$ cat src/rtl/irq_sel_pkg.sv
package irq_sel_pkg;
  localparam int NSRC  = 7;
  localparam int IDX_W = 3;
  localparam int CNT_W = $clog2(NSRC + 1);

  typedef enum logic [IDX_W-1:0] {
    SRC_TLZ  = 3'd0,
    SRC_TICK = 3'd1,
    SRC_VEC  = 3'd2,
    SRC_CPUQ = 3'd3,
    SRC_DEVQ = 3'd4,
    SRC_RERR = 3'd5,
    SRC_SOFT = 3'd6
  } src_e;
endpackage

$ cat src/rtl/irq_soft_lvl.sv
// Highest set level among bits SI_W-1..1 and whether another level remains.
module irq_soft_lvl #(
  parameter int SI_W  = 16,
  parameter int LVL_W = $clog2(SI_W)
) (
  input  logic [SI_W-1:0]  softint,
  output logic [LVL_W-1:0] lvl,
  output logic             rest_any
);
  logic [SI_W-1:0] masked;

  always_comb begin
    lvl = '0;
    for (int i = 1; i < SI_W; i++) begin
      if (softint[i]) lvl = LVL_W'(i);
    end
  end

  always_comb begin
    masked      = softint;
    masked[0]   = 1'b0;
    masked[lvl] = 1'b0;
    rest_any    = |masked;
  end
endmodule

$ cat src/rtl/irq_pend_bank.sv
// Pending flags with post-wins merge and an incrementally kept count.
module irq_pend_bank
  import irq_sel_pkg::*;
(
  input  logic             clk,
  input  logic             rst_n,
  input  logic             post_vld,
  input  logic [IDX_W-1:0] post_idx,
  input  logic [NSRC-1:0]  clr,
  output logic [NSRC-1:0]  pend_q,
  output logic [CNT_W-1:0] cnt_q,
  output logic             post_err
);
  logic [NSRC-1:0]  post_hit;
  logic [NSRC-1:0]  pend_d;
  logic [NSRC-1:0]  rise;
  logic [NSRC-1:0]  fall;
  logic [CNT_W-1:0] cnt_d;
  logic             upd_en;

  for (genvar g = 0; g < NSRC; g++) begin : g_hit
    assign post_hit[g] = post_vld && (post_idx == IDX_W'(g));
  end

  assign post_err = post_vld && (int'(post_idx) >= NSRC);

  always_comb begin
    pend_d = post_hit | (pend_q & ~clr);
    rise   = pend_d & ~pend_q;
    fall   = pend_q & ~pend_d;
    cnt_d  = cnt_q + CNT_W'($countones(rise)) - CNT_W'($countones(fall));
    upd_en = (|post_hit) || (|clr);
  end

  always_ff @(posedge clk or negedge rst_n) begin
    if (!rst_n) begin
      pend_q <= '0;
      cnt_q  <= '0;
    end else if (upd_en) begin
      pend_q <= pend_d;
      cnt_q  <= cnt_d;
    end
  end
endmodule

$ cat src/rtl/irq_arbiter.sv
// Mode-dependent priority decision; purely combinational.
module irq_arbiter
  import irq_sel_pkg::*;
#(
  parameter int LVL_W   = 4,
  parameter int VEC_LIM = 6
) (
  input  logic [NSRC-1:0]  pend,
  input  logic             take,
  input  logic             hpriv,
  input  logic             ie,
  input  logic             tlz_en,
  input  logic             tl_zero,
  input  logic             hintp0,
  input  logic [LVL_W-1:0] lvl,
  input  logic             rest_any,
  input  logic [LVL_W-1:0] pil,
  output logic             take_vld,
  output logic [IDX_W-1:0] trap_id,
  output logic [NSRC-1:0]  clr
);
  logic deliver;
  logic eat_vec;
  logic keep_soft;
  src_e sel;

  always_comb begin
    deliver   = 1'b0;
    eat_vec   = 1'b0;
    keep_soft = 1'b0;
    sel       = SRC_TLZ;
    if (hpriv) begin
      if (ie) begin
        if (pend[SRC_TICK] && hintp0) begin
          deliver = 1'b1; sel = SRC_TICK;
        end else if (pend[SRC_VEC]) begin
          eat_vec = 1'b1;
        end
      end
    end else begin
      if (pend[SRC_TLZ] && tlz_en && tl_zero) begin
        deliver = 1'b1; sel = SRC_TLZ;
      end else if (pend[SRC_TICK] && hintp0) begin
        deliver = 1'b1; sel = SRC_TICK;
      end else if (ie) begin
        if (pend[SRC_CPUQ]) begin
          deliver = 1'b1; sel = SRC_CPUQ;
        end else if (pend[SRC_DEVQ]) begin
          deliver = 1'b1; sel = SRC_DEVQ;
        end else if (pend[SRC_SOFT] && (int'(lvl) < VEC_LIM) && pend[SRC_VEC]) begin
          eat_vec = 1'b1;
        end else if (pend[SRC_SOFT] && (lvl > pil)) begin
          deliver = 1'b1; sel = SRC_SOFT; keep_soft = rest_any;
        end else if (pend[SRC_RERR]) begin
          deliver = 1'b1; sel = SRC_RERR;
        end
      end
    end
  end

  always_comb begin
    clr = '0;
    if (take) begin
      if (deliver && !(sel == SRC_SOFT && keep_soft)) clr[sel] = 1'b1;
      if (eat_vec) clr[SRC_VEC] = 1'b1;
    end
  end

  assign take_vld = take && deliver;
  assign trap_id  = sel;
endmodule

$ cat src/rtl/irq_prio_sel.sv
module irq_prio_sel
  import irq_sel_pkg::*;
#(
  parameter int SI_W    = 16,
  parameter int TL_W    = 3,
  parameter int VEC_LIM = 6,
  localparam int LVL_W  = $clog2(SI_W)
) (
  input  logic             clk,
  input  logic             rst_n,
  input  logic             post_vld,
  input  logic [2:0]       post_idx,
  input  logic             take,
  input  logic             hpriv,
  input  logic             ie,
  input  logic             tlz_en,
  input  logic [TL_W-1:0]  trap_lvl,
  input  logic             hintp0,
  input  logic [SI_W-1:0]  softint,
  input  logic [LVL_W-1:0] pil,
  output logic             any_pend,
  output logic             post_err,
  output logic             take_vld,
  output logic [2:0]       trap_id,
  output logic [LVL_W-1:0] soft_lvl
);
  logic [NSRC-1:0]  pend_q;
  logic [CNT_W-1:0] cnt_q;
  logic [NSRC-1:0]  clr;
  logic [LVL_W-1:0] lvl;
  logic             rest_any;

  irq_soft_lvl #(.SI_W(SI_W), .LVL_W(LVL_W)) u_lvl (
    .softint (softint),
    .lvl     (lvl),
    .rest_any(rest_any)
  );

  irq_pend_bank u_bank (
    .clk     (clk),
    .rst_n   (rst_n),
    .post_vld(post_vld),
    .post_idx(post_idx),
    .clr     (clr),
    .pend_q  (pend_q),
    .cnt_q   (cnt_q),
    .post_err(post_err)
  );

  irq_arbiter #(.LVL_W(LVL_W), .VEC_LIM(VEC_LIM)) u_arb (
    .pend    (pend_q),
    .take    (take),
    .hpriv   (hpriv),
    .ie      (ie),
    .tlz_en  (tlz_en),
    .tl_zero (trap_lvl == '0),
    .hintp0  (hintp0),
    .lvl     (lvl),
    .rest_any(rest_any),
    .pil     (pil),
    .take_vld(take_vld),
    .trap_id (trap_id),
    .clr     (clr)
  );

  assign any_pend = (cnt_q != '0);
  assign soft_lvl = (take_vld && trap_id == SRC_SOFT) ? lvl : '0;
endmodule

$ cat config.mk
export PLATFORM = sky130hd
export DESIGN_NAME = irq_prio_sel
export DESIGN_NICKNAME = d
export VERILOG_FILES = /design/src/rtl/irq_sel_pkg.sv /design/src/rtl/irq_soft_lvl.sv /design/src/rtl/irq_pend_bank.sv /design/src/rtl/irq_arbiter.sv /design/src/rtl/irq_prio_sel.sv
export SDC_FILE = /design/constraint.sdc
export NUM_CORES = 1
export LEC_CHECK = 0
export BUFFER_PORTS_ARGS = -buffer_cell sky130_fd_sc_hd__buf_4
export CAP_MARGIN = 20
export CORE_AREA = 8 8 86 88
export CTS_CLUSTER_SIZE = 30
export DETAILED_ROUTE_END_ITERATION = 7
export DIE_AREA = 0 0 94 96
export GPL_TIMING_DRIVEN = 0
export PLACE_DENSITY = 0.51
export SLEW_MARGIN = 25
export SYNTH_ARGS = -nofsm -noshare
export SYNTH_HDL_FRONTEND = slang
export SYNTH_SLANG_ARGS = --single-unit
export TNS_END_PERCENT = 5
$ cat constraint.sdc
create_clock -name clk -period 6.7 [get_ports clk]
set_clock_uncertainty 0.1 [all_clocks]
set_input_delay 1.34 -clock clk [delete_from_list [all_inputs] [get_ports clk]]
set_output_delay 1.34 -clock clk [all_outputs]
set_load 0.05 [all_outputs]
Word level (Yosys, flattened, before mapping)

Index checks and enable logic that the tools add are counted.
Widths: inputs -> output; s select.

Register bits: 10
Input port bits: 34
Output and inout bits: 10

$add $sub $neg: 14
Order comparisons: 7
Equal/unequal tests: 7
Mux-type cells: 63
Bitwise gates (word level): 9
Reductions and logical operators: 28

Operators with widths:

| cell               | count |
|---|---|
| $mux 3             | 14 |
| $mux 4             | 9 |
| $mux 1             | 34 |
| $and 7x7->7        | 3 |
| $not 7->7          | 3 |
| $logic_and 1x1->1  | 20 |
| $and 16x16->16     | 1 |
| $not 16->16        | 1 |
| $reduce_or 16->1   | 1 |
| $add 3x3->3        | 5 |
| $mux 7             | 2 |
| $reduce_or 7->1    | 2 |
| $add 1x1->2        | 6 |
| $eq 3x3->1 const B | 4 |
| $or 7x7->7         | 1 |
| $add 3x1->3        | 2 |
| $eq 3x2->1 const B | 2 |
| $logic_not 3->1    | 2 |
| $lt 4x5->1 const B | 1 |
| $demux 1 s4        | 1 |
| $ge 4x1->1 const B | 1 |
| $gt 4x4->1         | 1 |
| $lt 3x4->1 const B | 1 |
| $lt 4x3->1 const B | 1 |
| 9 further kinds    | 10 |

Depth between registers and ports, before layout

Gate-level depths: netlist (run 1).

Word-level depth: 45
Depth in mapped cells: 30
Depth with buffers taken out: 29

Modules after synthesis

From an unflattened synthesis (run 1), not the netlist that was laid out.

Cell total of the unflattened synthesis: 192
Area, all modules: 1,525.2 um^2

By module, submodules not included:

| module        | instances | cells an instance | area an instance (um^2) | sequential area each (um^2) |
|---|---|---|---|---|
| irq_pend_bank | 1         | 80                | 802.0                   | 250.2 |
| irq_arbiter   | 1         | 59                | 380.4                   | 0.0 |
| irq_soft_lvl  | 1         | 46                | 296.5                   | 0.0 |
| irq_prio_sel  | 1         | 7                 | 46.3                    | 0.0 |

Worst setup path before layout (run 1)

No wires, ideal clock.

Path kind: input port to flip-flop
Start point: input port softint[13]
End point: register u_bank.cnt_q[2]
Arrival time: 7.537 ns
Path slack: -1.031 ns
Stages on the path: 29
Cell sequence: buf_2 nor3b_1 or4_1 a21o_1 nor2b_1 ha_1 nand4_1 o211a_1 o21a_1 o21ai_0 inv_1 o31ai_1 and3_1 ha_1 inv_1 fa_1 fa_1 inv_1 fa_1 fa_1 inv_1 ha_1 xnor2_1 xnor2_1 xnor2_1 and2_1 a21oi_1 o311ai_0 a211oi_1

Elaborated cells on any way between the ends: 81
Classes of those cells: add/sub: 14; order compare: 6; eq/ne: 1; mux: 41; bitwise: 8; reduce/logical: 11

RTL lines:

| what                                                             | RTL line                                 | source |
|---|---|---|
| start: declaration                                               | irq_prio_sel.sv:19                       | `input logic [SI_W-1:0] softint,` |
| $mux 4 * (3 in a row)                                            | irq_soft_lvl.sv:15                       | `if (softint[i]) lvl = LVL_W'(i);` |
| $gt 4x4->1 or $lt 4x3->1 (tied branches)                         | irq_arbiter.sv:52, irq_arbiter.sv:50     |  |
| $logic_and 1x1->1, on equally long branches                      | irq_arbiter.sv:52, irq_arbiter.sv:50     |  |
| $mux 3 or $logic_and 1x1->1 (tied branches)                      | irq_arbiter.sv:52, irq_arbiter.sv:50     |  |
| $mux 3 *                                                         | irq_arbiter.sv:50                        | `end else if (pend[SRC_SOFT] && (int'(lvl) < VEC_LIM) && pend[SRC_VEC]) begin` |
| $mux 3 *                                                         | irq_arbiter.sv:48                        | `end else if (pend[SRC_DEVQ]) begin` |
| $mux 3 *                                                         | irq_arbiter.sv:46                        | `if (pend[SRC_CPUQ]) begin` |
| $mux 3 *                                                         | irq_arbiter.sv:45                        | `end else if (ie) begin` |
| [3 not listed]                                                   | -                                        |  |
| via trap_id[2]                                                   | irq_prio_sel.sv:24                       | `output logic [2:0] trap_id,` |
| [8 not listed]                                                   | -                                        |  |
| $and 7x7->7                                                      | irq_pend_bank.sv:28                      | `pend_d = post_hit \| (pend_q & ~clr);` |
| $or 7x7->7                                                       | irq_pend_bank.sv:28                      |  |
| $and 7x7->7 or $not 7->7 (tied branches)                         | irq_pend_bank.sv:29, irq_pend_bank.sv:30 |  |
| $add 1x1->2 (implied by the code) or $and 7x7->7 (tied branches) | irq_pend_bank.sv:31, irq_pend_bank.sv:30 |  |
| $add 3x3->3 (implied by the code) or $add 1x1->2 (tied branches) | irq_pend_bank.sv:31                      | `cnt_d = cnt_q + CNT_W'($countones(rise)) - CNT_W'($countones(fall));` |
| $add 3x3->3 (implied by the code)                                | irq_pend_bank.sv:31                      |  |
| $add 3x3->3                                                      | irq_pend_bank.sv:31                      |  |
| $sub 3x3->3                                                      | irq_pend_bank.sv:31                      |  |
| end signal: assignment                                           | irq_pend_bank.sv:41                      | `cnt_q <= cnt_d;` |
| end: declaration                                                 | irq_pend_bank.sv:11                      | `output logic [CNT_W-1:0] cnt_q,` |

Mark *: on every way through the listed nets, which the timed path passes. The rest lies on a longest branch.
A chain may end at the register's enable or synchronous reset.

Worst setup path after layout (run 1)

Start point: input port softint[10]
End point: register u_bank.cnt_q[2]

Longest elaborated chain between the ends: 36
Elaborated cells on any way between the ends: 84
Classes of those cells: add/sub: 14; order compare: 6; eq/ne: 1; mux: 44; bitwise: 8; reduce/logical: 11

Ends and longest elaborated chain:

| what                                                             | RTL line                                 | source |
|---|---|---|
| $mux 4 (6 in a row)                                              | irq_soft_lvl.sv:15                       |  |
| $lt 4x5->1 (implied by the code) or $ge 4x1->1 (tied branches)   | irq_soft_lvl.sv:22                       | `masked[lvl] = 1'b0;` |
| $logic_and 1x1->1 (implied by the code)                          | irq_soft_lvl.sv:22                       |  |
| $mux 1 (implied by the code)                                     | irq_soft_lvl.sv:22                       |  |
| $demux 1 s4                                                      | -                                        |  |
| $not 16->16 (no source line)                                     | -                                        |  |
| $and 16x16->16 (no source line)                                  | -                                        |  |
| $reduce_or 16->1                                                 | irq_soft_lvl.sv:23                       | `rest_any = \|masked;` |
| [15 not listed]                                                  | -                                        |  |
| $and 7x7->7                                                      | irq_pend_bank.sv:28                      |  |
| $or 7x7->7                                                       | irq_pend_bank.sv:28                      |  |
| $and 7x7->7 or $not 7->7 (tied branches)                         | irq_pend_bank.sv:29, irq_pend_bank.sv:30 |  |
| $add 1x1->2 (implied by the code) or $and 7x7->7 (tied branches) | irq_pend_bank.sv:31, irq_pend_bank.sv:30 |  |
| $add 3x3->3 (implied by the code) or $add 1x1->2 (tied branches) | irq_pend_bank.sv:31                      |  |
| $add 3x3->3 (implied by the code)                                | irq_pend_bank.sv:31                      |  |
| $add 3x3->3                                                      | irq_pend_bank.sv:31                      |  |
| $sub 3x3->3                                                      | irq_pend_bank.sv:31                      |  |

Mark *: on every way between the ends. The rest lies on a longest branch, timed or not.

==> results by group, run 1 <==
Die
  • Width of the die: around 94 um
  • Number of core rows: 29
  • Ports: 44
  • Chip height: 96 um
  • Starting density of the core: 28.57%
  • Die area: 9024 um2
  • CORE AREA: between 6000 and 7000 um2

Timing
  • RSZ-0062 raised after global routing: yes
  • Headroom to the max-slew limit: around 74%
  • Period utilization: 107.8%
  • Fin crit period: 7.222 ns
  • Fmax: approximately 140 MHz
  • Worst-Margin Slew: slightly below 0.4 ns
  • Hold Fails Final Rpt: 0
  • Final setup violation count: 1
  • Final WS setup: -0.5219 ns
  • Final slew viol count: 0

Placement
  • Buffers on Ports: 39
  • RD Place Congestion: 0.8336
  • Cells after DPL: 340
  • Dpl hpwl: 4165 um

Drt
  • DR vias: 1823
  • Drt first pass iters: 4
  • Antenna Nets Post-Route: 0
  • Routed WL: 5059 um
  • DRT iter0 DRCs: 56
  • Post-DR wirelength/cell: 14.25 um
  • Post-detailed-route DRC marker count: 0
  • Vias per inst: 5.135

Clocking
  • Clk_lat worst skew: 0.24 ns
  • Hold-fix buffers, CTS: 0
  • Clock buffer depth: 2
  • CTS H-tree depth: 1
  • CTS Sinks: 10
  • CTS buffer count: 3
  • CTS tree: yes
  • Clk root buf: clkbuf_8
  • CTS clock-pin slew for the worst setup and hold paths: ~0.050 ns

Hold path
  • Worst Hold Class: flip-flop to flip-flop

Status
  • Status: finished, violations left
  • Violated checks: setup timing

Worst setup path
  • Crit end category: flip-flop
  • Slowest stage delay, CP: between 0.5 and 0.6 ns
  • Critical Path AT: between 7 and 8 ns
  • CP Launch Type: input pin
  • Slowest stage cell, crit path: fa_1
  • Worst EP required: 6.74 ns
  • Cell mode on critical path: fa_1
  • Kind of critical path: input pin to flip-flop
  • Maximum fanout along the worst path: 2

Yosys
  • Post-Synth XOR/XNOR Area: 2.514%
  • Synth warn: 0
  • Synth Area in Compound Gates: 24.64%
  • Mux cell area share after synthesis: approximately 1.3%
  • Synthesized area: 1742 um2
  • Synth Area in Adders: 19.54%
  • Avg Inst Size Synth: 7.775 um2
  • Top_reg_cell synth: dfrtp_1
  • Mapped Nets: 279
  • Combinational family with the most area after synthesis: simple AND/OR/NAND/NOR gates
  • Post-synth EDFFs: 0
  • Simple-gate portion of the synthesized area: between 30% and 40%
  • Fraction of registers with async set/reset: 100.0%
  • Sequential fraction of the synthesis area: 14.37%
  • Synth Register Bits: 10
  • Mapped Cells: 224
  • Yosys cell types: 56

Pwr
  • Pwr dens: 235.8 nW/um2
  • Leakage: 1.050 nW
  • Worst vdd ir: 0.1278 mV
  • Total Power Consumption: 0.5782 mW

Final layout
  • Area delta synth->final: 40.80%
  • Ratio of cells with drive above 1 in the final layout: 34.17%
  • Final net count: ~330
  • Final Non-Filler Cells: ~360
  • Most common cell after layout, fill and taps aside: buf_4
  • Most frequent cells in the layout: 48 x buf_4, 33 x nor2_1, 19 x inv_1, 14 x nand2_1, 13 x a21oi_1
  • Ant diodes: 0

Flow run
  • Number of max-cap violations: 0

Global route
  • First-pass GRT wire length: ~8400 um
  • Gr usage total: 11.30%
  • Vias in the first global route: 1875
  • Largest net degree at the start of global routing: 11
  • Initial antenna violation count: 0
  • GRT Residual Overflow: 0
-- final cells by class --
type | instances | area, um2
repair buffers | 50 | 386.6
well taps | 77 | 96.34
clock buffers | 4 | 55.05
inverters | 24 | 90.09
flip-flops and latches | 10 | 250.2
multi-input cells | 187 | 1550
plain buffers | 3 | 23.77
fillers | 630 | 3643
-- layer usage --
layer / global-route usage (%) / routed length (um) / up-vias
li1: - / - / 929
met1: 14.17 / 2412 / 857
met2: 18.96 / 2373 / 33
met3: 3.432 / 257 / 4
met4: 1.717 / 14 / 0
met5: 0 / 0 / -
-- registers in the layout (all words and copies together), names as in the netlist --
register,cells
u_bank.cnt_q,3
u_bank.pend_q,7
-- path summary, 6_finish.rpt --
check / startpoint / to / slack, ns / depth (start not counted)
hold reg to reg: u_bank.cnt_q[1]$_DFFE_PN0P_ / u_bank.cnt_q[1]$_DFFE_PN0P_ / 0.43 / 1
max in group asynchronous: rst_n / u_bank.cnt_q[2]$_DFFE_PN0P_ / 5.52 / 1
min in group asynchronous: rst_n / u_bank.pend_q[1]$_DFFE_PN0P_ / 0.82 / 1
setup reg to reg: u_bank.pend_q[6]$_DFFE_PN0P_ / u_bank.cnt_q[2]$_DFFE_PN0P_ / 1.09 / 23
setup / recovery: softint[10] / u_bank.cnt_q[2]$_DFFE_PN0P_ / -0.52 / 27
hold / removal: u_bank.cnt_q[1]$_DFFE_PN0P_ / u_bank.cnt_q[1]$_DFFE_PN0P_ / 0.43 / 1
-- worst max-delay path: cells and delay by family --
family | cells | cell delay [ns]
xor gates and xnor gates | 3 | 0.48
adders and majority gates | 7 | 2.40
buffers and inverters | 3 | 0.28
AOI/OAI and AO/OA | 7 | 1.26
and+or+nand+nor | 7 | 1.50
-- cell families after synthesis --
family / Yosys count
multiplexers: 2
AO/OA/AOI/OAI: 59
buffers and inverters: 27
AND/OR/NAND/NOR: 99
XOR/XNOR: 5
adder cells (fa/ha/maj): 22
flip-flops: 10
-- cells in the mapped netlist (2+ instances only) --
| library cell | number | area share [%] |
|---|---|---|
| nor2b_1 | 6 | 2.2 |
| nand2_1 | 14 | 3.0 |
| nor4_4 | 2 | 2.4 |
| ha_1 | 12 | 8.6 |
| buf_2 | 2 | 0.57 |
| nor4_1 | 3 | 1.1 |
| o211ai_1 | 2 | 0.86 |
| xnor2_1 | 4 | 2.0 |
| nand2b_1 | 4 | 1.4 |
| o21a_1 | 3 | 1.3 |
| and4_1 | 2 | 1.0 |
| a21oi_1 | 15 | 4.3 |
| or2_2 | 2 | 0.72 |
| fa_1 | 9 | 10 |
| dfrtp_1 | 10 | 14 |
| nor2_1 | 33 | 7.1 |
| mux2_1 | 2 | 1.3 |
| a221o_1 | 2 | 1.1 |
| or3_1 | 2 | 0.72 |
| o22a_1 | 2 | 1.0 |
| o211ai_2 | 2 | 1.4 |
| a21o_1 | 3 | 1.3 |
| a22o_1 | 2 | 1.0 |
| a211oi_1 | 3 | 1.3 |
| and3_1 | 5 | 1.8 |
| o21ai_1 | 2 | 0.57 |
| o21ai_0 | 7 | 2.0 |
| o31ai_1 | 5 | 2.2 |
| nand3_1 | 7 | 2.0 |
| nor3_1 | 5 | 1.4 |
| inv_1 | 24 | 5.2 |
| nand4_1 | 4 | 1.4 |
-- metrics by stage --
step           utilization, %  hold WS [ns]  TNS, ns  instance area, um2  setup WS [ns]
2_1_floorplan               -        0.3800  -0.6304                1812        -0.6017
6_report                40.23        0.4304  -0.5219                2452        -0.5219
3_5_place_dp            36.10        0.4075   -1.795                2201         -1.140
4_1_cts                 39.43        0.4203  -0.6280                2404        -0.6280
5_1_grt                 40.23        0.4778  -0.7385                2452        -0.7385
3_3_place_gp            36.10        0.4044   -1.668                2201         -1.073
-- where the power goes --
group / switching, mW / internal (mW)
combinational: 0.192 / 0.198
sequential: 0.0294 / 0.0818
clock: 0.0249 / 0.0518
-- repair_timing --
action	in CTS	in global routing
setup buffers	10	1
pin swaps	27	16
gates resized for setup	17	9
setup endpoints to repair	2	2
Note: power is estimated with default switching activity, not from simulation.
==> inputs of run 2 (changes only) <==
--- a/config.mk
+++ b/config.mk
@@ -7,12 +7,12 @@
 export LEC_CHECK = 0
 export BUFFER_PORTS_ARGS = -buffer_cell sky130_fd_sc_hd__buf_4
 export CAP_MARGIN = 20
-export CORE_AREA = 8 8 86 88
+export CORE_AREA = 8 8 66 68
 export CTS_CLUSTER_SIZE = 30
 export DETAILED_ROUTE_END_ITERATION = 7
-export DIE_AREA = 0 0 94 96
+export DIE_AREA = 0 0 74 76
 export GPL_TIMING_DRIVEN = 0
-export PLACE_DENSITY = 0.51
+export PLACE_DENSITY = 0.81
 export SLEW_MARGIN = 25
 export SYNTH_ARGS = -nofsm -noshare
 export SYNTH_HDL_FRONTEND = slang
==> results by group, run 2 (same netlist as run 1, synthesis figures left out) <==
Worst setup path
  • CP bufs+invs: 5
  • Cell mode on critical path: inv_2
  • Reg2Reg Setup Slack: 0.93 ns
  • Kind of critical path: input pin to flip-flop
  • Slowest stage cell, crit path: or4_4
  • Maximum fanout along the worst path: 4
  • Worst EP required: between 6 and 7 ns
  • R2R Path End: u_bank.cnt_q[2]$_DFFE_PN0P_
  • Crit end category: flip-flop
  • Reg2Reg Depth: 23
  • FF-to-FF Start: u_bank.pend_q[0]$_DFFE_PN0P_
  • CP top delay family: adder cells
  • CP Launch Type: input pin
  • Critical Path AT: 7.39 ns
  • Setup crit start: softint[10]
  • Slowest stage delay, CP: 0.54 ns

Global route
  • GRT Residual Overflow: 0
  • First-pass GRT wire length: 8507 um
  • Gr usage total: 18.22%
  • Vias in the first global route: 1899
  • Initial antenna violation count: 0
  • Largest net degree at the start of global routing: 11

Final layout
  • Most flops, register: u_bank.pend_q
  • Ant diodes: 0
  • Most frequent cells in the layout: 53 x buf_4, 33 x nor2_1, 20 x inv_1, 14 x nand2_1, 13 x a21oi_1
  • Ratio of cells with drive above 1 in the final layout: a little over a third
  • Most common cell after layout, fill and taps aside: buf_4
  • Final net count: 338
  • Top Registers: u_bank.pend_q: 7 flops, u_bank.cnt_q: 3 flops
  • Final Non-Filler Cells: ~330
  • Max FFs per register: 7
  • Filler cells: 287
  • Area delta synth->final: 39.66%

Timing
  • Final slew viol count: 0
  • Hold Fails Final Rpt: 0
  • Period utilization: 109.2%
  • Final WS setup: -0.6177 ns
  • RSZ-0062 raised after global routing: yes
  • Headroom to the max-slew limit: 69.38%
  • WHS: 0.4438 ns
  • Fmax: 136.7 MHz
  • Final setup violation count: 1
  • Fin crit period: 7.318 ns
  • Worst-Margin Slew: 0.4553 ns

Placement
  • Dpl hpwl: 3897 um
  • Buffers on Ports: 39
  • Cells after DPL: slightly above 300
  • RD Place Congestion: 0.9002

Die
  • Number of core rows: 22
  • Ports: 44
  • Chip height: 76 um
  • Die area: 5624 um2
  • Starting density of the core: 50.62%
  • Width of the die: 74 um
  • CORE AREA: about 3400 um2

Drt
  • Post-DR wirelength/cell: 16.24 um
  • Drt first pass iters: 5
  • Post-detailed-route DRC marker count: 0
  • Routed WL: around 5300 um
  • Antenna Nets Post-Route: 0
  • Vias per inst: 5.787
  • DR vias: 1904
  • DRT iter0 DRCs: 156

Hold path
  • Hold Path End: u_bank.cnt_q[1]$_DFFE_PN0P_
  • Hold path startpoint: u_bank.cnt_q[1]$_DFFE_PN0P_
  • Worst Hold Class: flip-flop to flip-flop
  • Worst Hold Depth: 1

Clocking
  • Clk root buf: clkbuf_4
  • CTS H-tree depth: 1
  • Clk_lat worst skew: ~0.27 ns
  • CTS Sinks: 10
  • Clock buffer depth: 2
  • CTS clock-pin slew for the worst setup and hold paths: 0.06 ns
  • CTS tree: yes
  • CTS buffer count: 3

Pwr
  • Worst vdd ir: 0.2181 mV
  • Cell internal pwr: 0.3311 mW
  • Sw Ratio: 43.70%
  • Sequential power share: 18.9%
  • NetSw: 0.2570 mW
  • Leakage: about 1.1 nW
  • Logic pwr share: about 74%
  • Clk pwr share: 7.2%
  • Total Power Consumption: 0.5882 mW
  • Pwr dens: 241.8 nW/um2

Flow run
  • Number of max-cap violations: 0

Status
  • Status: finished, violations left
  • Violated checks: setup timing
## run 2: cell types whose count changed in the layout (fill, tap and decap cells not counted), sizes merged
| cell | before | now |
|---|---|---|
| buf | 52 | 56 |
| clkbuf | 5 | 4 |
## run 2: metal layers
| metal | global-route usage (%) | vias to the layer above | wire length (um) |
|---|---|---|---|
| met1 | 22.03 | 883 | 2180 |
| met4 | 5.200 | 0 | 63 |
| met5 | 0 | - | 0 |
| li1 | - | 939 | - |
| met3 | 5.000 | 8 | 376 |
| met2 | 30.02 | 74 | 2722 |
## run 2: layout make-up
cell class	instances	area [um2]	area share, %
Timing Repair Buffer	54	412.9	16.98
Sequential cell	10	250.2	10.29
Inverter	24	90.09	3.704
Tap cell	48	60.06	2.469
Buffer	3	23.77	0.9774
Multi-Input combinational cell	187	1573	64.66
Clock buffer	3	22.52	0.9259
## run 2: how the worst max path moves through the flow
| stage | end | slack (ns) | depth (start not counted) |
|---|---|---|---|
| 6_report | u_bank.cnt_q[2]$_DFFE_PN0P_ | -0.62 | 29 |
| 4_1_cts | u_bank.cnt_q[2]$_DFFE_PN0P_ | -0.70 | 29 |
| 3_5_place_dp | u_bank.cnt_q[2]$_DFFE_PN0P_ | -1.11 | 27 |
| 5_1_grt | u_bank.cnt_q[2]$_DFFE_PN0P_ | -0.88 | 30 |
| 2_1_floorplan | u_bank.cnt_q[2]$_DFFE_PN0P_ | -0.60 | 28 |
| 3_3_place_gp | u_bank.cnt_q[2]$_DFFE_PN0P_ | -1.00 | 27 |
## run 2: worst register-to-register path: stages, from the launching register on
cell      delay (ns)
dfrtp_1         0.46
or4b_4          0.53
o211ai_1        0.42
nor2_1          0.13
o21ai_2         0.14
inv_2           0.11
o31ai_4         0.28
and3_4          0.23
ha_4            0.20
inv_2           0.05
fa_1            0.44
fa_2            0.35
inv_2           0.07
fa_1            0.44
fa_1            0.51
inv_2           0.05
ha_4            0.17
xnor2_4         0.14
xnor2_2         0.15
xnor2_2         0.16
and2_4          0.18
a21oi_2         0.11
o311ai_1        0.10
a211oi_1        0.18
## run 2: power by group through the flow
stage          logic (mW)  clock network (mW)  registers [mW]
2_1_floorplan       0.255                   0          0.0993
3_3_place_gp        0.318                   0           0.107
3_5_place_dp        0.329                   0           0.108
4_1_cts             0.361              0.0431           0.109
5_1_grt             0.476              0.0474           0.115
6_report            0.435              0.0426           0.111
## run 2: repair_timing
action / 4_1_cts / 5_1_grt
resized for setup: 12 / 13
hold buffers: 0 / 0
endpoints found under the setup margin: 2 / 3
pin swaps: 22 / 21
setup buffers: 7 / 8
## run 2: through the flow
step	area, um2	setup slack [ns]	setup TNS (ns)	utilization, %
final	2432	-0.6177	-0.6177	70.69
after global routing	2432	-0.8759	-0.9887	70.69
after CTS	2290	-0.7036	-0.7036	66.55
after detailed placement	2165	-1.109	-1.695	62.91
after global placement	2165	-1.002	-1.438	62.91
after floorplan	1812	-0.6017	-0.6304	-
